<file path="config.mk">
export PLATFORM = sky130hd
export DESIGN_NAME = opalt_unit
export DESIGN_NICKNAME = d
export VERILOG_FILES = /design/src/rtl/opalt_pkg.sv /design/src/rtl/opalt_adder.sv /design/src/rtl/opalt_kind_dec.sv /design/src/rtl/opalt_slot.sv /design/src/rtl/opalt_field_mux.sv /design/src/rtl/opalt_unit.sv
export SDC_FILE = /design/constraint.sdc
export NUM_CORES = 1
export LEC_CHECK = 0
export ABC_AREA = 1
export BUFFER_PORTS_ARGS = -buffer_cell sky130_fd_sc_hd__buf_2
export CAP_MARGIN = 25
export CORE_MARGIN = 2
export CORE_UTILIZATION = 38
export DETAILED_ROUTE_END_ITERATION = 10
export PLACE_DENSITY = 0.77
export SETUP_SLACK_MARGIN = 0.4
export SLEW_MARGIN = 30
export SYNTH_ARGS = -nofsm -noshare
export SYNTH_HDL_FRONTEND = slang
export SYNTH_SLANG_ARGS = --single-unit
export TNS_END_PERCENT = 1
</file>
<file path="constraint.sdc">
create_clock -name clk -period 1.5 [get_ports clk]
set_input_delay 0.3 -clock clk [delete_from_list [all_inputs] [get_ports clk]]
set_output_delay 0.3 -clock clk [all_outputs]
set_load 0.005 [all_outputs]
</file>
<file path="src/rtl/opalt_pkg.sv">
// Shared widths and the prefix-kind encoding for the operand-alteration unit.
package opalt_pkg;
    localparam int ADDR_W  = 9;   // register address width
    localparam int DATA_W  = 32;  // operand width
    localparam int NFIELD  = 3;   // result, destination, source

    typedef enum logic [1:0] {
        KIND_RES  = 2'd0,
        KIND_DST  = 2'd1,
        KIND_SRC  = 2'd2,
        KIND_NONE = 2'd3
    } pfx_kind_e;
endpackage

</file>
<file path="src/rtl/opalt_adder.sv">
// Forms a register address as offset + base, truncated to ADDR_W bits.
// Assumes the caller has already dropped the operand bits above ADDR_W.
module opalt_adder #(
    parameter int ADDR_W = 9
) (
    input  logic [ADDR_W-1:0] offset_i,
    input  logic [ADDR_W-1:0] base_i,
    output logic [ADDR_W-1:0] addr_o
);
    // Plain modular add, no carry out kept.
    always_comb begin
        addr_o = offset_i + base_i;
    end
endmodule

</file>
<file path="src/rtl/opalt_kind_dec.sv">
// Turns a prefix kind into one load strobe per field.
// Assumes field index 0 = result, 1 = destination, 2 = source; the reserved code loads nothing.
module opalt_kind_dec
    import opalt_pkg::*;
#(
    parameter int NF = 3
) (
    input  logic          valid_i,
    input  logic          flush_i,
    input  logic [1:0]    kind_i,
    output logic [NF-1:0] load_o
);
    // One strobe per field; a flush in the same cycle suppresses every load.
    always_comb begin
        for (int f = 0; f < NF; f++) begin
            load_o[f] = valid_i && !flush_i && (kind_i == 2'(f)) && (kind_i != KIND_NONE);
        end
    end
endmodule

</file>
<file path="src/rtl/opalt_slot.sv">
// Holds one pending override: a valid flag and the registered address.
// Assumes a load takes priority over a clear, because a prefix that comes with an issue arms the next instruction.
module opalt_slot #(
    parameter int ADDR_W = 9
) (
    input  logic              clk,
    input  logic              rst_n,
    input  logic              load_i,
    input  logic              clear_i,
    input  logic [ADDR_W-1:0] addr_i,
    output logic              vld_o,
    output logic [ADDR_W-1:0] addr_o
);
    // Valid flag: set by a load, dropped by a clear, reset to empty.
    always_ff @(posedge clk) begin
        if (!rst_n)       vld_o <= 1'b0;
        else if (load_i)  vld_o <= 1'b1;
        else if (clear_i) vld_o <= 1'b0;
    end

    // Address register: captures the sum on a load, otherwise holds its value.
    always_ff @(posedge clk) begin
        if (!rst_n)      addr_o <= '0;
        else if (load_i) addr_o <= addr_i;
    end
endmodule

</file>
<file path="src/rtl/opalt_field_mux.sv">
// Puts a pending override address in place of a raw decoded field.
// Assumes vld_i comes straight from a register, so this mux is the only logic added to the decode path.
module opalt_field_mux #(
    parameter int ADDR_W = 9
) (
    input  logic              vld_i,
    input  logic [ADDR_W-1:0] ovr_i,
    input  logic [ADDR_W-1:0] raw_i,
    output logic [ADDR_W-1:0] fld_o
);
    // Select the override when one is pending.
    always_comb begin
        fld_o = vld_i ? ovr_i : raw_i;
    end
endmodule

</file>
<file path="src/rtl/opalt_unit.sv">
// Operand-field alteration prefix unit. It registers offset + base for a prefix and
// replaces the chosen field (result, destination or source) of the next decoded instruction.
// Assumes pfx_valid and a non-prefix issue describe different instructions. Flag bits of the
// prefix and operand bits above the address width are ignored.
module opalt_unit
    import opalt_pkg::*;
(
    input  logic              clk,
    input  logic              rst_n,
    input  logic              pfx_valid,
    input  logic [1:0]        pfx_kind,
    input  logic [1:0]        pfx_wcz,
    input  logic [DATA_W-1:0] pfx_d,
    input  logic [DATA_W-1:0] pfx_s,
    input  logic              flush,
    input  logic              dec_valid,
    input  logic              dec_issue,
    input  logic [ADDR_W-1:0] dec_r,
    input  logic [ADDR_W-1:0] dec_d,
    input  logic [ADDR_W-1:0] dec_s,
    output logic [ADDR_W-1:0] out_r,
    output logic [ADDR_W-1:0] out_d,
    output logic [ADDR_W-1:0] out_s
);
    localparam int HI_W = DATA_W - ADDR_W;

    logic [ADDR_W-1:0] sum;
    logic [NFIELD-1:0] load;
    logic              clr;
    logic [NFIELD-1:0] vld;
    logic [ADDR_W-1:0] ovr [NFIELD];
    logic [ADDR_W-1:0] raw [NFIELD];
    logic [ADDR_W-1:0] fld [NFIELD];
    logic              unused_bits;

    // Flag bits and high operand bits have no effect on the address.
    assign unused_bits = ^{pfx_wcz, pfx_d[DATA_W-1 -: HI_W], pfx_s[DATA_W-1 -: HI_W]};

    // A flush or an issued instruction ends every pending override.
    assign clr = flush || (dec_valid && dec_issue);

    assign raw[0] = dec_r;
    assign raw[1] = dec_d;
    assign raw[2] = dec_s;

    opalt_adder #(.ADDR_W(ADDR_W)) u_add (
        .offset_i (pfx_d[ADDR_W-1:0]),
        .base_i   (pfx_s[ADDR_W-1:0]),
        .addr_o   (sum)
    );

    opalt_kind_dec #(.NF(NFIELD)) u_kdec (
        .valid_i (pfx_valid),
        .flush_i (flush),
        .kind_i  (pfx_kind),
        .load_o  (load)
    );

    for (genvar f = 0; f < NFIELD; f++) begin : g_field
        opalt_slot #(.ADDR_W(ADDR_W)) u_slot (
            .clk     (clk),
            .rst_n   (rst_n),
            .load_i  (load[f]),
            .clear_i (clr),
            .addr_i  (sum),
            .vld_o   (vld[f]),
            .addr_o  (ovr[f])
        );
        opalt_field_mux #(.ADDR_W(ADDR_W)) u_mux (
            .vld_i (vld[f]),
            .ovr_i (ovr[f]),
            .raw_i (raw[f]),
            .fld_o (fld[f])
        );
    end

    assign out_r = fld[0];
    assign out_d = fld[1];
    assign out_s = fld[2];
endmodule

</file>
**Yosys cells after proc, flatten, opt, wreduce, memory -nomap -nowiden**

Index checks and enable logic that the tools add are counted.

- Input bits: 101
- Output and inout bits: 27
- Register bits: 30
- Logic and storage cells: 31

- Multiplexer cells: 7
- Equality and inequality tests: 3
- Reductions and logical operators: 14
- Add/subtract/negate cells: 1

Operator list:

| cell | number |
|---|---|
| 9-bit 2-to-1 mux | 3 |
| 9-bit adder | 1 |
| 1-bit logical AND | 8 |
| 2-bit nonzero test | 3 |
| 1-bit 2-to-1 mux | 4 |
| 2-bit by 1-bit == test with 1-bit output (second input constant) | 1 |
| 2-bit == test (second input constant) | 1 |
| 2-bit logical NOT | 1 |
| 2-bit != test (second input constant) | 1 |
| 1-bit logical NOT | 1 |
| 1-bit logical OR | 1 |

**Longest topological paths before layout**

- Word-level depth: 5
- Mapped depth: 10
- Gate-level depth less buffers: 10

**Hierarchy**

Synthesis repeated with hierarchy kept, for this count alone.

- Cells, all modules: 300
- Area total of the unflattened synthesis: 1856.8 um2

By module, submodules not included:

| module | cells an instance | times used | area each (um2) | seq. area each (um2) |
|---|---|---|---|---|
| opalt_slot | 43 | 3 | 346.6 | 200.2 |
| opalt_adder | 71 | 1 | 416.6 | 0.0 |
| opalt_field_mux | 29 | 3 | 116.4 | 0.0 |
| opalt_kind_dec | 10 | 1 | 40.0 | 0.0 |
| opalt_unit | 3 | 1 | 11.3 | 0.0 |

**Least setup slack after synthesis**

No wires, ideal clock.

- Path kind: input to register
- Start: input port pfx_d[0]
- End: register g_field[0].u_slot.addr_o[8]
- Arrival time: 1428 ps
- Data required time: 1391 ps
- Path slack: -37 ps
- Path buffers: 0
- Setup time: 109 ps
- Cell stages on the path: 10
- Path through: ha_1 -> fa_1 -> nand2_1 -> nand2_1 -> nand3_1 -> nand2_1 -> nand2_1 -> nand3_1 -> nand2_1 -> inv_1

- Longest elaborated chain between the ends: 1

Ends and longest elaborated chain:

| what | line | RTL |
|---|---|---|
| from (decl) | opalt_unit.sv:13 | `input logic [DATA_W-1:0] pfx_d,` |
| 9-bit adder | opalt_adder.sv:12 | `addr_o = offset_i + base_i;` |
| to (signal assigned) | opalt_slot.sv:24 | `else if (load_i) addr_o <= addr_i;` |
| to (decl) | opalt_slot.sv:12 | `output logic [ADDR_W-1:0] addr_o` |

Every way passes these cells.
A chain may end at the register's enable or synchronous reset.

**Worst setup path after layout**

- Start: register g_field[2].u_slot.vld_o
- End: output port out_s[4]

- Longest elaborated chain between the ends: 1

Ends and longest elaborated chain:

| what | line | RTL |
|---|---|---|
| from (decl) | opalt_slot.sv:11 | `output logic vld_o,` |
| from (signal assigned) | opalt_slot.sv:16 | `if (!rst_n) vld_o <= 1'b0;` |
| from (signal assigned) | opalt_slot.sv:17 | `else if (load_i) vld_o <= 1'b1;` |
| from (signal assigned) | opalt_slot.sv:18 | `else if (clear_i) vld_o <= 1'b0;` |
| 9-bit 2-to-1 mux | opalt_field_mux.sv:13 | `fld_o = vld_i ? ovr_i : raw_i;` |
| to (decl) | opalt_unit.sv:23 | `output logic [ADDR_W-1:0] out_s` |

Every way passes these cells.

==> results.sh <==
export IMPL_syn_nets=389
export IMPL_grt_overflow=0
export IMPL_drc_errors=0
export IMPL_avgSynthCellArea_um2=6.88
export IMPL_critPathArrivalTime_ns=1.15
export IMPL_die_x_um=75.1
export IMPL_yosysWarningCount=0
export IMPL_cts_buffer_depth=2
export IMPL_wl_met1_mm=2.08
export IMPL_skew_ns=0
export IMPL_io_pins=128
export IMPL_critPathMaxStageDelay_ns=0.43
export IMPL_path_class="reg2out"
export IMPL_clk_latency_ns=0.28
export IMPL_fin_cells=438
export IMPL_path_max_fanout=7
export IMPL_synth_area_um2=1920
export IMPL_maxUsedRoutingLayer="met4"
export IMPL_rsz0062_at_grt="true"
export IMPL_core_area_um2=4790
export IMPL_syn_to_final_growth_pct=39.2
export IMPL_ys_seq_elements=30
export IMPL_tightest_slew_ns=0.453
export IMPL_drt_wirelength_per_cell_um=10.7
export IMPL_antenna_found_initial=0
export IMPL_rows=25
export IMPL_vias=2032
export IMPL_fmax_mhz=688
export IMPL_wl_met3_um=235
export IMPL_drt_pass1_iterations=4
export IMPL_cts_tree="done"
export IMPL_diodes=0
export IMPL_syn_inst=279
export IMPL_start_util=0.401
export IMPL_clock_sinks=30
export IMPL_ir_drop_mv=0.603
export IMPL_die_h_um=75.1
export IMPL_gp_routability_congestion=0.823
export IMPL_setup_tns_ns=0
export IMPL_wl_met2_mm=2.35
export IMPL_grt_pass1_vias=1783
export IMPL_slowest_stage="dfxtp_4"
export IMPL_cellLeakagePower_uw=0.00138
export IMPL_timing_final_crit_share=0.969
export IMPL_grt_pass1_wl_mm=7.51
export IMPL_startpoint_type="flip-flop"
export IMPL_period_minus_slack_ns=1.45
export IMPL_via_per_inst=4.64
export IMPL_crit_chain="mux2_4 > buf_6"
export IMPL_htreeDepth=2
export IMPL_cts_buffers=5
export IMPL_path_clk_slew_ns=0.06
export IMPL_dp_cells=428
export IMPL_power_density_nw_per_um2=750
export IMPL_ys_seq_area_frac=0.313
export IMPL_dpl_hpwl_mm=3.68
export IMPL_required_ns=1.20
export IMPL_setup_ws_ns=0.0464
export IMPL_hold_class="in2reg"
export IMPL_num_nets_final=480
export IMPL_finalHoldViolations=0
export IMPL_synth_distinct_cells=26
export IMPL_status="finished clean"
export IMPL_maxCapViolations=0
export IMPL_port_buffers=79
export IMPL_worst_path_buf_inv=1
export IMPL_dieArea_um2=5640
export IMPL_dr_first_iter_drc_count=113
export IMPL_setup_viol=0
export IMPL_track_usage=0.173
export IMPL_drv_slew=0
export IMPL_grt_max_degree=16
export IMPL_drive_gt1_frac=0.383
export IMPL_max_slew_margin=0.698
export IMPL_crit_family="flip-flops"
export IMPL_cp_end_kind="output pin"
export IMPL_ant_nets=0
export IMPL_clockRootBuffer="clkbuf_8"
export IMPL_preCtsSetupSlack_ns=-0.173
export IMPL_drt_wl_total_mm=4.69
-- layer usage --
metal  global-route usage  vias to the layer above
li1                     -                     1071
met1                0.208                      902
met2                0.310                       55
met3               0.0482                        4
met4               0.0298                        0
met5                    0                        -
-- timing repair --
| action | CTS | global route |
|---|---|---|
| resized for setup | 13 | 16 |
| endpoints found under the setup margin | 51 | 53 |
| setup buffers | 2 | 0 |
| pin swaps | 0 | 2 |
| hold buffers | 0 | 0 |
-- final cells by class --
class                           count  area [um^2]
Clock buffer                        7         86.3
Multi-Input combinational cell    184         1130
Sequential cell                    30          612
Clock inverter                      1         5.00
Inverter                           55          211
Timing Repair Buffer               94          547
Fill cell                         466         2110
Tap cell                           67         83.8
-- worst min-delay path: cells and delay by family --
family	cells	cell delay [ns]
and+or+nand+nor	1	0.06
buffers and inverters	1	0.09
AOI/OAI and AO/OA	2	0.12
-- metrics by stage --
| stage | utilization | power (uW) | hold WS (ns) | cell area (um^2) |
|---|---|---|---|---|
| finish | 0.558 | 2000 | 0.342 | 2670 |
| global route | 0.558 | 2140 | 0.336 | 2670 |
| CTS | 0.546 | 2010 | 0.336 | 2610 |
| detailed placement | 0.515 | 1330 | 0.468 | 2470 |
| global placement | 0.515 | 1320 | 0.467 | 2470 |
| floorplan | - | 1130 | 0.429 | 1940 |
-- cell families (layout without fill, tap and decap cells) --
kind of cell	Yosys count	in the layout	share of synthesized area
simple gates	110	110	0.264
buf+inv	65	157	0.141
compound gates	53	53	0.151
flops	30	30	0.313
mux	10	10	0.0587
fa+ha+maj	9	9	0.0626
xor+xnor	2	2	0.00913
-- synth_stat cells (all sizes together) --
| cell | n | share of area |
|---|---|---|
| nand2 | 43 | 0.084 |
| ha | 8 | 0.052 |
| fa | 1 | 0.010 |
| xnor2 | 1 | 0.0046 |
| buf | 9 | 0.029 |
| nor2 | 34 | 0.068 |
| clkbuf | 1 | 0.0020 |
| a21oi | 38 | 0.099 |
| xor2 | 1 | 0.0046 |
| inv | 54 | 0.11 |
| nand3 | 25 | 0.073 |
| o211ai | 6 | 0.029 |
| clkinv | 1 | 0.0046 |
| or2 | 2 | 0.0065 |
| nor3 | 2 | 0.017 |
| o21ai | 9 | 0.023 |
| mux2 | 10 | 0.059 |
| nand3b | 4 | 0.016 |
| dfxtp | 30 | 0.31 |
-- sequential cells by signal, indices dropped and copies added, names as in the netlist --
signal,count
g_field.u_slot.addr_o,27
g_field.u_slot.vld_o,3
-- where the power goes --
group          internal, uW  switching [uW]
sequential              821            15.2
clock                   369             297
combinational           242             259
-- final timing paths --
check	start	to	slack, ns	cells after the start
min reg2reg	g_field[2].u_slot.addr_o[2]$_SDFFE_PN0P_	g_field[2].u_slot.addr_o[2]$_SDFFE_PN0P_	0.47	2
max reg2reg	g_field[1].u_slot.vld_o$_SDFFE_PN0P_	g_field[1].u_slot.vld_o$_SDFFE_PN0P_	0.70	3
min	flush	g_field[2].u_slot.vld_o$_SDFFE_PN0P_	0.34	4
max	g_field[2].u_slot.vld_o$_SDFFE_PN0P_	out_s[4]	0.05	2
-- cells in the final DEF (no fill, tap or decap), types with 5 or more instances in the layout --
cell type	synthesis	final
buf_2	6	78
dfxtp_1	30	27
buf_4	0	12
inv_1	49	49
inv_2	5	5
clkbuf_8	0	6
nor2_1	33	29
nand3_1	22	22
a21oi_1	38	34
ha_1	8	7
nand2_1	43	41
mux2_2	10	6
o21ai_0	7	7
No activity file was read; power rests on OpenSTA's default activity.
